<file path="src/rtl/sysrst_pkg.sv">
package sysrst_pkg;
  localparam int NSRC     = 8;
  localparam int SRC_POR  = 0;
  localparam int SRC_PFL  = 1;
  localparam int SRC_PAD  = 2;
  localparam int SRC_CNV  = 3;
  localparam int SRC_CMP  = 4;
  localparam int SRC_SW   = 5;
  localparam int SRC_MCLK = 6;
  localparam int SRC_WDT  = 7;

  typedef logic [NSRC-1:0] cause_t;

  // New-reset load versus same-reset accumulate
  function automatic cause_t cause_next(input cause_t cur, input cause_t req,
                                        input logic in_reset);
    if (!in_reset && (|req)) return req;
    if (in_reset)            return cur | req;
    return cur;
  endfunction
endpackage

</file>
<file path="src/rtl/sysrst_sync.sv">
module sysrst_sync #(
  parameter int          W       = 1,
  parameter logic [W-1:0] RST_VAL = '0
) (
  input  logic         clk,
  input  logic         arst,
  input  logic [W-1:0] d_i,
  output logic [W-1:0] q_o
);
  logic [W-1:0] stage1, stage2;

  always_ff @(posedge clk or posedge arst) begin
    if (arst) begin
      stage1 <= RST_VAL;
      stage2 <= RST_VAL;
    end else begin
      stage1 <= d_i;
      stage2 <= stage1;
    end
  end

  assign q_o = stage2;
endmodule

</file>
<file path="src/rtl/sysrst_supply_timer.sv">
module sysrst_supply_timer #(
  parameter int SUPPLY_TMO = 4096
) (
  input  logic clk,
  input  logic por_i,
  input  logic fault_s,
  output logic busy_o
);
  localparam int CW = $clog2(SUPPLY_TMO + 1);
  localparam logic [CW-1:0] LIMIT = CW'(SUPPLY_TMO);

  logic [CW-1:0] cnt;

  function automatic logic [CW-1:0] sat_inc(input logic [CW-1:0] v);
    return (v == LIMIT) ? v : v + 1'b1;
  endfunction

  always_ff @(posedge clk or posedge por_i) begin
    if (por_i)        cnt <= '0;
    else if (fault_s) cnt <= '0;
    else              cnt <= sat_inc(cnt);
  end

  assign busy_o = (cnt != LIMIT);

  assert_fault_restarts_R4: assert property (@(posedge clk) disable iff (por_i)
    fault_s |=> (cnt == '0));
  assert_busy_after_fault_R3: assert property (@(posedge clk) disable iff (por_i)
    fault_s |=> busy_o);
  assert_count_bounded_R3: assert property (@(posedge clk) disable iff (por_i)
    cnt <= LIMIT);
endmodule

</file>
<file path="src/rtl/sysrst_cause.sv">
module sysrst_cause
  import sysrst_pkg::*;
(
  input  logic   clk,
  input  logic   por_i,
  input  logic   in_reset_i,
  input  cause_t req_i,
  output cause_t cause_o
);
  localparam cause_t POR_CAUSE = cause_t'(1) << SRC_POR;

  always_ff @(posedge clk or posedge por_i) begin
    if (por_i) cause_o <= POR_CAUSE;
    else       cause_o <= cause_next(cause_o, req_i, in_reset_i);
  end

  assert_cause_keeps_R7: assert property (@(posedge clk) disable iff (por_i)
    (in_reset_i) |=> ((cause_o & $past(cause_o)) == $past(cause_o)));
endmodule

</file>
<file path="src/rtl/sysrst_wdt_default.sv">
module sysrst_wdt_default #(
  parameter int WDT_SEL_W = 3
) (
  input  logic                 clk,
  input  logic                 por_i,
  input  logic                 in_reset_i,
  input  logic                 wr_i,
  input  logic                 en_i,
  input  logic [WDT_SEL_W-1:0] sel_i,
  output logic                 en_o,
  output logic [WDT_SEL_W-1:0] sel_o
);
  localparam logic [WDT_SEL_W-1:0] SEL_LONGEST = '1;

  always_ff @(posedge clk or posedge por_i) begin
    if (por_i) begin
      en_o  <= 1'b1;
      sel_o <= SEL_LONGEST;
    end else if (in_reset_i) begin
      en_o  <= 1'b1;
      sel_o <= SEL_LONGEST;
    end else if (wr_i) begin
      en_o  <= en_i;
      sel_o <= sel_i;
    end
  end

  assert_release_defaults_R6: assert property (@(posedge clk) disable iff (por_i)
    $fell(in_reset_i) |-> (en_o && (sel_o == SEL_LONGEST)));
  assert_write_blocked_R6: assert property (@(posedge clk) disable iff (por_i)
    (in_reset_i && $past(in_reset_i)) |-> (en_o && (sel_o == SEL_LONGEST)));
endmodule

</file>
<file path="src/rtl/sysrst_hub.sv">
module sysrst_hub
  import sysrst_pkg::*;
#(
  parameter int SUPPLY_TMO = 4096,
  parameter int WDT_SEL_W  = 3
) (
  input  logic                 clk,
  input  logic                 por_i,
  input  logic                 pfail_i,
  input  logic                 rst_pad_in_n,
  output logic                 rst_pad_oe_o,
  input  logic                 cnv_strobe_i,
  input  logic                 cnv_rst_en_i,
  input  logic                 cmp_out_i,
  input  logic                 cmp_rst_en_i,
  input  logic                 sw_rst_i,
  input  logic                 mclk_miss_i,
  input  logic                 wdt_exp_i,
  input  logic                 clk_stable_i,
  input  logic                 wdt_wr_i,
  input  logic                 wdt_en_i,
  input  logic [WDT_SEL_W-1:0] wdt_sel_i,
  output logic                 sys_rst_o,
  output logic                 wdt_en_o,
  output logic [WDT_SEL_W-1:0] wdt_sel_o,
  output logic [NSRC-1:0]      cause_o
);
  localparam int SW_N = 7;
  localparam logic [SW_N-1:0] SYNC_IDLE = 7'b0000010;

  logic [SW_N-1:0] raw_in, synced;
  logic pfail_s, pad_s_n, cnv_s, cmp_s, mclk_s, wdt_s, clk_ok_s;
  logic supply_busy, pad_mask, pad_req, drv_d1, drv_d2, in_reset_q;
  cause_t req_vec, cause_q;

  assign raw_in = {clk_stable_i, wdt_exp_i, mclk_miss_i, cmp_out_i,
                   cnv_strobe_i, rst_pad_in_n, pfail_i};

  sysrst_sync #(.W(SW_N), .RST_VAL(SYNC_IDLE)) u_sync (
    .clk (clk), .arst(por_i), .d_i(raw_in), .q_o(synced)
  );

  assign {clk_ok_s, wdt_s, mclk_s, cmp_s, cnv_s, pad_s_n, pfail_s} = synced;

  sysrst_supply_timer #(.SUPPLY_TMO(SUPPLY_TMO)) u_timer (
    .clk(clk), .por_i(por_i), .fault_s(pfail_s), .busy_o(supply_busy)
  );

  assign rst_pad_oe_o = supply_busy;

  // Drive history covers the synchronizer lag on the pad input
  always_ff @(posedge clk or posedge por_i) begin
    if (por_i) begin
      drv_d1 <= 1'b1;
      drv_d2 <= 1'b1;
    end else begin
      drv_d1 <= rst_pad_oe_o;
      drv_d2 <= drv_d1;
    end
  end

  assign pad_mask = rst_pad_oe_o | drv_d1 | drv_d2;
  assign pad_req  = ~pad_s_n & ~pad_mask;

  always_comb begin
    req_vec           = '0;
    req_vec[SRC_PFL]  = pfail_s;
    req_vec[SRC_PAD]  = pad_req;
    req_vec[SRC_CNV]  = cnv_s & cnv_rst_en_i;
    req_vec[SRC_CMP]  = cmp_s & cmp_rst_en_i;
    req_vec[SRC_SW]   = sw_rst_i;
    req_vec[SRC_MCLK] = mclk_s;
    req_vec[SRC_WDT]  = wdt_s;
  end

  always_ff @(posedge clk or posedge por_i) begin
    if (por_i)                        in_reset_q <= 1'b1;
    else if ((|req_vec) || supply_busy) in_reset_q <= 1'b1;
    else if (clk_ok_s)                in_reset_q <= 1'b0;
  end

  assign sys_rst_o = in_reset_q;

  sysrst_cause u_cause (
    .clk(clk), .por_i(por_i), .in_reset_i(in_reset_q),
    .req_i(req_vec), .cause_o(cause_q)
  );
  assign cause_o = cause_q;

  sysrst_wdt_default #(.WDT_SEL_W(WDT_SEL_W)) u_wdt (
    .clk(clk), .por_i(por_i), .in_reset_i(in_reset_q),
    .wr_i(wdt_wr_i), .en_i(wdt_en_i), .sel_i(wdt_sel_i),
    .en_o(wdt_en_o), .sel_o(wdt_sel_o)
  );

  assert_request_resets_R1: assert property (@(posedge clk) disable iff (por_i)
    (|req_vec) |=> sys_rst_o);
  assert_cnv_gated_R2: assert property (@(posedge clk) disable iff (por_i)
    $rose(cause_o[SRC_CNV]) |-> $past(cnv_rst_en_i));
  assert_cmp_gated_R2: assert property (@(posedge clk) disable iff (por_i)
    $rose(cause_o[SRC_CMP]) |-> $past(cmp_rst_en_i));
  assert_release_clock_ok_R5: assert property (@(posedge clk) disable iff (por_i)
    $fell(sys_rst_o) |-> $past(clk_ok_s));
  assert_release_no_supply_R3: assert property (@(posedge clk) disable iff (por_i)
    $fell(sys_rst_o) |-> !$past(rst_pad_oe_o));
  assert_reload_subset_R7: assert property (@(posedge clk) disable iff (por_i)
    $rose(sys_rst_o) |-> ((cause_o & ~$past(req_vec)) == '0));
  assert_pad_self_masked_R9: assert property (@(posedge clk) disable iff (por_i)
    rst_pad_oe_o |=> !cause_o[SRC_PAD] || $past(cause_o[SRC_PAD]));
endmodule

</file>
<file path="config.mk">
export PLATFORM = sky130hd
export DESIGN_NAME = sysrst_hub
export DESIGN_NICKNAME = d
export VERILOG_FILES = /design/src/rtl/sysrst_pkg.sv /design/src/rtl/sysrst_sync.sv /design/src/rtl/sysrst_supply_timer.sv /design/src/rtl/sysrst_cause.sv /design/src/rtl/sysrst_wdt_default.sv /design/src/rtl/sysrst_hub.sv
export SDC_FILE = /design/constraint.sdc
export NUM_CORES = 1
export LEC_CHECK = 0
export BUFFER_PORTS_ARGS = -buffer_cell sky130_fd_sc_hd__buf_2
export CORE_MARGIN = 2
export CORE_UTILIZATION = 50
export CTS_CLUSTER_DIAMETER = 30
export DETAILED_ROUTE_END_ITERATION = 10
export PLACE_DENSITY = 0.71
export SETUP_SLACK_MARGIN = 0.4
export SLEW_MARGIN = 0
export SYNTH_ARGS = -nofsm -noshare
export SYNTH_HDL_FRONTEND = slang
export SYNTH_HIERARCHICAL = 1
export SYNTH_SLANG_ARGS = --single-unit
</file>
<file path="constraint.sdc">
create_clock -name clk -period 3.1 [get_ports clk]
set_input_delay 0.62 -clock clk [delete_from_list [all_inputs] [get_ports clk]]
set_output_delay 0.62 -clock clk [all_outputs]
set_load 0.01 [all_outputs]
</file>
Word-level counts from Yosys, hierarchy flattened
Index checks and enable logic that the tools add are counted.

Output and inout bits: 14. Word-level logic and storage cells: 43. Input bits: 17. Register bits: 42.

Eq/ne operators: 3. Add/sub/neg operators: 1. Bitwise logic cells: 8. Reductions and logical operators: 7. Mux-type cells: 15.

Operator list (count): 8-bit two-way mux (4); 13-bit two-way mux (2); 13-bit by 1-bit adder with 13-bit output (second input constant) (1); 13-bit == test (second input constant) (1); 13-bit != test (second input constant) (1); 8-bit bitwise OR (1); 1-bit two-way mux (7); 7-bit OR reduction (1); 3-bit two-way mux (2); 2-bit nonzero test (3); 1-bit AND (3); 2-bit != test (second input constant) (1); 1-bit NOT (2); 1-bit bitwise OR (2); 1-bit logical AND (1); 1-bit zero test (1); 1-bit logical OR (1).

Logic depth before layout (Yosys ltp)
Gate-level depths: netlist (run 1).

Depth after elaboration: 11. Depth in mapped cells: 8. Gate-level depth less buffers: 8.

By module
Netlist (run 1), hierarchy kept.

By module, submodules not included: sysrst_supply_timer (area an instance 713.2 µm², sequential area each 325.3 µm², cells each 76, times used 1); sysrst_cause (area an instance 401.6 µm², sequential area each 201.4 µm², cells each 28, times used 1); sysrst_sync (area an instance 356.6 µm², sequential area each 352.8 µm², cells each 15, times used 1); sysrst_wdt_default (area an instance 168.9 µm², sequential area each 105.1 µm², cells each 13, times used 1); sysrst_hub (area an instance 136.4 µm², sequential area each 78.8 µm², cells each 13, times used 1).

Worst setup path after synthesis (run 1)
No wires, ideal clock.

Kind: flip-flop to flip-flop. From: register u_timer.cnt[0]. To: register u_cause.cause_o[1]. Stages on the path, launching flop included: 9. Slack: 0.799 ns. Setup time: 0.126 ns. Required time: 2.974 ns. Period minus slack after synthesis: 2.301 ns. Data arrival time: 2.175 ns. Buffers on the path: 0. Cells stage by stage: dfrtp_1 -> inv_1 -> ha_1 -> nor4bb_1 -> and3_1 -> inv_1 -> nor4_2 -> nor4b_1 -> a221o_1.

Word-level cells in the longest chain between the ends: 9. Elaborated cells between the ends (all ways): 10. Those cells by class: eq/ne (1); mux (2); bitwise (4); reduce/logical (3).

Ends and longest elaborated chain: start, declared (RTL line sysrst_supply_timer.sv:12) `logic [CW-1:0] cnt;`; start signal, assigned (RTL line sysrst_supply_timer.sv:21) `else cnt <= sat_inc(cnt);`; 13-bit != test * (RTL line sysrst_supply_timer.sv:24) `assign busy_o = (cnt != LIMIT);`; net rst_pad_oe_o (RTL line sysrst_hub.sv:11) `output logic rst_pad_oe_o,`; 1-bit bitwise OR * (2 in series) (RTL line sysrst_hub.sv:62) `assign pad_mask = rst_pad_oe_o | drv_d1 | drv_d2;`; 1-bit NOT * (RTL line sysrst_hub.sv:63) `assign pad_req = ~pad_s_n & ~pad_mask;`; 1-bit AND * (RTL line sysrst_hub.sv:63); net pad_req (RTL line sysrst_hub.sv:33) `logic supply_busy, pad_mask, pad_req, drv_d1, drv_d2, in_reset_q;`; 7-bit OR reduction * (RTL line sysrst_pkg.sv:17) `if (!in_reset && (|req)) return req;`; 1-bit logical AND * (RTL line sysrst_pkg.sv:17); 1-bit two-way mux * (RTL line sysrst_pkg.sv:17); 8-bit two-way mux / 2-bit nonzero test (equally long branches); end signal, assigned (RTL line sysrst_cause.sv:14) `else cause_o <= cause_next(cause_o, req_i, in_reset_i);`; end, declared (RTL line sysrst_cause.sv:8) `output cause_t cause_o`.

The timed path passes the listed nets; every way through them passes the cells marked *. A chain may end at the register's enable or synchronous reset.

Final worst setup path (run 1)
From: register u_timer.cnt[0]. To: output port rst_pad_oe_o.

Word-level cells in the longest chain between the ends: 1.

Ends and longest elaborated chain (RTL line): 13-bit != test (sysrst_supply_timer.sv:24); end, declared (sysrst_hub.sv:11).

Every way passes these cells.

==> metrics.txt, run 1 <==
gpl congestion=0.7751; Final period util=81.99%; Final ANT Viol Nets=0; Initial DRC Count=38; placed wire-length estimate=2466 um; RSZ-0062 raised after global routing=no; outcome=completed; clock buffer depth=2; Max Slew Vio Count=0; Post-CTS Setup Bufs=0; #FFs+latches synth=42; arrival time at the worst endpoint=1920 ps; yosys warns=6; Hold Crit Class=in -> async; Clock Pin Slew Worst Setup and Hold Paths=140 ps; top-count cell post-synth=dfrtp_1; total congestion overflow=0; crit start category=flop; clock buffer count from CTS=5; post-synthesis sequential area ratio=59.86%; final critical-path required period=2542 ps; most frequent cells after synthesis=32 x dfrtp_1, 12 x inv_1, 10 x dfstp_2; Synth area leader=dfrtp_1; largest net degree at the start of global routing=24; Power Dens Cells=444.6 nW/um2; drc violations=0; EDFF count, synth=0; multi-input logic area=676.9 um2; Die ar.=4046 um2; Setup CP Type=reg -> out; utilization after layout=61.16%; maximum vdd drop=335.1 uV; area fraction of the dominant cell type after synthesis=45.07%; post-synthesis cell type count=38; # rows=21; Post-synth ARST share=100.0%; root buf cell=clkbuf_4; Max-Cap Viols=0; Cell Area, Synth=1777 um2; top_reg_cell synth=dfrtp_1; share of layout cells above drive strength 1=30.05%; htree depth=2; CTS resizes=0; chip width=63.61 um; DR vias=1,269; Slew @ Worst Pin=750.6 ps; Initial Util=52.83%; setup TNS=0 ps; cells after synthesis=145; Final #Nets=201; Slew headroom=49.96%; final setup violating endpoints=0; CTS tree=done; Fin Hold WS=233.1 ps; DRT Pass-1 Iters=4; required time worst endpoint=2480 ps; Skew-Pair Late Insertion Delay=370 ps; Antenna Cells=0; P_leak=0.0008394 uW; Post-Route WL=3359 um; Vias/cell=5.541; Crit Path Max Fanout=5; initial antenna violation count=0; vias in the first global route=1,275; clock sink count=42; register area=1064 um2; height of the die=63.61 um; Hold Buf Count CTS=0; synth top area cells=dfrtp_1 45%, dfstp_2 15%, a221o_1 4.5%, nor4b_1 3.9%, inv_1 2.5%; f_max=393.4 MHz; Tot GR Track Use=19.54%; average size of a mapped cell=12.25 um2; fill count=296; final hold vios=0; Routed WL per cell=14.67 um; first-pass GRT wire length=6072 um; IO Pins=31; Area growth syn-to-layout=15.77%; core area=3363 um2; CP Capture Type=output port; Clock Skew=17.66 ps; I/O Buffers=30
stage by stage:
step	cells	total power [uW]	worst slack, ps	cell area [um2]
finish	229	914.6	558.2	2057
global route	229	968.3	415.8	2057
CTS	229	921.8	519.6	2048
detailed placement	221	635.1	512.9	1984
global placement	221	631.4	687.4	1984
floorplan	149	612.5	798.5	1792
placed cells by master (no fill, tap or decap):
| master | Yosys | final |
|---|---|---|
| a211o_1 | 4 | 4 |
| a21oi_1 | 8 | 8 |
| a221o_1 | 8 | 8 |
| and2_1 | 2 | 2 |
| and3_1 | 1 | 1 |
| buf_2 | 0 | 30 |
| clkbuf_4 | 0 | 5 |
| conb_1 | 1 | 5 |
| dfrtp_1 | 32 | 32 |
| dfstp_2 | 10 | 10 |
| ha_1 | 2 | 2 |
| inv_1 | 12 | 12 |
| inv_6 | 0 | 3 |
| mux2_1 | 1 | 1 |
| mux2_2 | 1 | 1 |
| mux2i_1 | 1 | 1 |
| nand2_1 | 3 | 3 |
| nand2b_1 | 2 | 2 |
| nand3_1 | 4 | 4 |
| nand3_2 | 1 | 1 |
| nand4_1 | 1 | 1 |
| nand4_2 | 1 | 1 |
| nor2_1 | 6 | 6 |
| nor2b_1 | 5 | 5 |
| nor3_1 | 1 | 1 |
| nor4_1 | 4 | 4 |
| nor4_4 | 2 | 3 |
| nor4b_1 | 8 | 8 |
| nor4bb_1 | 1 | 1 |
| o21ai_0 | 3 | 3 |
| o22ai_1 | 1 | 1 |
| o31ai_1 | 4 | 4 |
| or2b_1 | 1 | 1 |
| or3_1 | 2 | 2 |
| or3_2 | 1 | 1 |
| or4_1 | 4 | 4 |
| xnor2_1 | 1 | 1 |
| xor2_1 | 1 | 1 |
per-layer routing:
| metal | part of all wire (%) | vias up | GRT usage (%) |
|---|---|---|---|
| met1 | 43 | 622 | 25.95 |
| met5 | 0 | - | 0 |
| met4 | 1.5 | 0 | 5.707 |
| met3 | 5.0 | 6 | 7.500 |
| met2 | 50 | 32 | 29.87 |
| li1 | - | 609 | - |
state kept, by name (all words and copies together), names as in the netlist:
signal / cells
sys_rst_o: 1
u_sync/q_o: 7
drv_d1: 1
u_sync/stage1: 7
u_wdt/en_o: 1
u_wdt/sel_o: 3
u_cause/cause_o: 8
u_timer/cnt: 13
drv_d2: 1
worst paths after layout:
kind                       slack (ps)                 end             start  depth (start not counted)
max                               560        rst_pad_oe_o    u_timer/cnt[0]                          6
min                               230  u_cause/cause_o[4]             por_i                          2
max reg2reg                       690  u_cause/cause_o[3]    u_timer/cnt[0]                          8
min reg2reg                       350       u_sync/q_o[1]  u_sync/stage1[1]                          0
max in group asynchronous        2430      u_timer/cnt[1]             por_i                          2
min in group clk                  340    u_sync/stage1[2]      cnv_strobe_i                          1
cells by family after synthesis:
logic type	count (synthesis)	share of synthesized area [%]
buffers and inverters	16	3.380
other	1	0.2111
adder cells (fa/ha/maj)	2	1.408
flip-flops	42	59.86
multiplexers	3	1.831
AND/OR/NAND/NOR	51	20.70
XOR/XNOR	2	0.9861
AO/OA/AOI/OAI	28	11.62
worst max-delay path: stages, from the launching register on:
cell and delay [ps]:
dfrtp_1 440, inv_1 100, ha_1 130, nor4bb_1 290
and3_1 300, inv_1 130, buf_2 170
layout make-up:
class,instances,share of cell area (%)
clock buffers,5,1.825
clock inverters,3,1.277
inverters,12,2.190
multi-input cells,91,32.91
flip-flops and latches,42,51.70
well taps,46,2.798
repair buffers,30,7.299
power by group:
group	internal, uW	switching (uW)	total [uW]	leakage, uW
Clock	97.1	193	290	0.0000366
Sequential	562	14.7	576	0.000491
Combinational	19.2	29.2	48.3	0.000312
Power figures use the tool's default switching activity.
==> run 2, diff against run 1 <==
--- a/config.mk
+++ b/config.mk
@@ -5,12 +5,13 @@
 export SDC_FILE = /design/constraint.sdc
 export NUM_CORES = 1
 export LEC_CHECK = 0
+export ABC_AREA = 1
 export BUFFER_PORTS_ARGS = -buffer_cell sky130_fd_sc_hd__buf_2
 export CORE_MARGIN = 2
-export CORE_UTILIZATION = 50
+export CORE_UTILIZATION = 49
 export CTS_CLUSTER_DIAMETER = 30
 export DETAILED_ROUTE_END_ITERATION = 10
-export PLACE_DENSITY = 0.71
+export PLACE_DENSITY = 0.73
 export SETUP_SLACK_MARGIN = 0.4
 export SLEW_MARGIN = 0
 export SYNTH_ARGS = -nofsm -noshare
==> constraint.sdc (replaced) <==
create_clock -name clk -period 2.33 [get_ports clk]
set_input_delay 0.466 -clock clk [delete_from_list [all_inputs] [get_ports clk]]
set_output_delay 0.466 -clock clk [all_outputs]
set_load 0.01 [all_outputs]
==> metrics.txt, run 2 <==
outcome=completed; final hold vios=0 (unchanged); clock buffer depth=2 (unchanged); drc violations=0 (unchanged); chip width=65.27 um (+2.6%); cells after synthesis=215 (+48%); # rows=22 (+4.8%); DR vias=1,473 (+16%); placed wire-length estimate=2408 um (-2.4%); final critical-path required period=1815 ps; most frequent cells after synthesis=51 x nand2_1, 38 x nor2_1, 32 x dfrtp_1, 28 x inv_1, 20 x nand3_1; area fraction of the dominant cell type after synthesis=43.54% (-1.5 points); top_reg_cell synth=dfrtp_1; Final ANT Viol Nets=0 (unchanged); Power Dens Cells=612.8 nW/um2 (+38%); Initial DRC Count=100 (+160%); Vias/cell=4.877 (-12%); Hold Crit Class=in -> async; EDFF count, synth=0 (unchanged); Slew @ Worst Pin=521.3 ps (-229.3 ps); CTS tree=done; Pwr Total=1317 uW (+44%); CP Capture Type=output port; setup TNS=0 ps (unchanged); arrival time at the worst endpoint=1350 ps (-570 ps); met3 Use GR=4.623% (-2.9 points); RSZ-0062 raised after global routing=no; Routed WL per cell=10.95 um (-25%); gpl congestion=0.9405 (+21%); DRT Pass-1 Iters=4 (unchanged); Area growth syn-to-layout=16.87%; placement-stage cell area=2034 um2 (+2.5%); maximum vdd drop=452.2 uV (+35%); Max-Cap Viols=0 (unchanged); met1 Use GR=23.72% (-2.2 points); htree depth=2 (unchanged); initial antenna violation count=0 (unchanged); GR Util met2=27.04% (-2.8 points); Final #Nets=272 (+35%); Post-synth ARST share=100.0% (unchanged); clock sink count=42 (unchanged); GRT busiest layer=met2; Clock Pin Slew Worst Setup and Hold Paths=90 ps (-50 ps); Tot GR Track Use=17.55% (-2.0 points); share of layout cells above drive strength 1=22.05% (-8.0 points); total congestion overflow=0 (unchanged); clock buffer count from CTS=5 (unchanged); final instance area=2150 um2 (+4.5%); P_leak=0.001036 uW (+23%); Setup CP Type=reg -> out; synth top area cells=dfrtp_1 44%, dfstp_2 14%, nand2_1 10%, nor2_1 7.8%, inv_1 5.7%; Clock Skew=2.975 ps (-14.68 ps); f_max=551.0 MHz; vias in the first global route=1,283 (+0.63%); Skew-Pair Late Insertion Delay=290 ps (-80 ps); largest net degree at the start of global routing=17 (-29%); Initial Util=50.62% (-2.2 points); average size of a mapped cell=8.555 um2 (-30%); #FFs+latches synth=42 (unchanged); required time worst endpoint=1860 ps (-620 ps); I/O Buffers=30 (unchanged); yosys warns=6 (unchanged); max FFs per register=13 (unchanged); post-synthesis sequential area ratio=57.82% (-2.0 points); crit start category=flop; Top Registers=u_timer/cnt x13, u_cause/cause_o x8; Cell Area, Synth=1839 um2 (+3.5%); Crit Path Max Fanout=4 (-1); commonest non-fill, non-tap cell in the layout=nand2_1; Hold Buf Count CTS=0 (unchanged); Fin Hold WS=146.8 ps (-86.30 ps); Max Slew Vio Count=0 (unchanged); Post-Route WL=3307 um (-1.5%); Synth area leader=dfrtp_1; core area=3633 um2 (+8.0%); root buf cell=clkbuf_8; height of the die=65.27 um (+2.6%); IO Pins=31 (unchanged); most frequent cells in the layout=51 x nand2_1, 37 x nor2_1, 32 x dfrtp_1; Die ar.=4260 um2 (+5.3%); first-pass GRT wire length=5616 um (-7.5%); Top reg by flops=u_timer/cnt; Final period util=77.90%; final setup violating endpoints=0 (unchanged); Antenna Cells=0 (unchanged); top-count cell post-synth=nand2_1; post-synthesis cell type count=19 (-50%); Slew headroom=65.21% (+15 points)
## run 2: cell types whose count changed in the layout (fill, tap and decap cells not counted), moves of 8 or more
cell     change
a21oi_1      +8
nor4b_1      -8
a221o_1      -8
nand3_1     +16
inv_1       +16
nand2_1     +48
nor2_1      +31
## run 2: power by group
part	total (uW)	switching [uW]	internal, uW
combinational	62.9	40.8	22.1
sequential	758	11.4	747
clock	496	272	224
total	1320	324	993
## run 2: per-layer routing
layer / vias to the layer above / share of wire [%]
met5: - / 0
li1: 747 / -
met3: 4 / 4.6
met1: 680 / 49
met4: 0 / 1.2
met2: 42 / 45
## run 2: logic make-up after synthesis
family | count (synthesis) | share of synthesized area [%]
buf+inv | 30 | 6.734
compound gates | 19 | 5.170
simple gates | 119 | 27.76
other cells | 1 | 0.2039
fa+ha+maj | 2 | 1.360
xor+xnor | 2 | 0.9526
flops | 42 | 57.82
## run 2: layout make-up
class | instances | area, um2
fillers | 332 | 1484
inverters | 28 | 105.1
clock buffers | 5 | 68.82
multi-input cells | 144 | 658.1
repair buffers | 32 | 165.2
flip-flops and latches | 42 | 1064
well taps | 48 | 60.06
clock inverters | 3 | 28.78
## run 2: repair_timing
action,CTS,global route
gates resized for setup,1,0
setup buffers,0,2
endpoints found under the setup margin,1,1
## run 2: critical path, stage by stage, from the launching register on
cell	delay [ps]
dfrtp_1	430
nor2_2	150
nand3_1	90
nor2_1	110
nand4_1	100
buf_2	160
## run 2: final timing paths
path	startpoint	endpoint	slack [ps]	depth (start not counted)
setup reg to reg	u_timer/cnt[6]	u_cause/cause_o[2]	630	13
setup / recovery	u_timer/cnt[6]	rst_pad_oe_o	510	5
hold / removal	por_i	u_cause/cause_o[1]	150	2
max in group asynchronous	por_i	u_timer/cnt[4]	1750	2
hold reg to reg	u_sync/stage1[5]	u_sync/q_o[5]	350	0
min in group clk	rst_pad_in_n	u_sync/stage1[1]	260	1
## run 2: per-stage QoR
| step | util (%) | std cells | setup WS (ps) |
|---|---|---|---|
| CTS | 58.75 | 300 | 412.2 |
| finish | 59.16 | 302 | 515.0 |
| global route | 59.16 | 302 | 444.0 |
| detailed placement | 55.99 | 292 | 677.9 |
| global placement | 55.99 | 292 | 731.4 |
| floorplan | - | 216 | 773.4 |
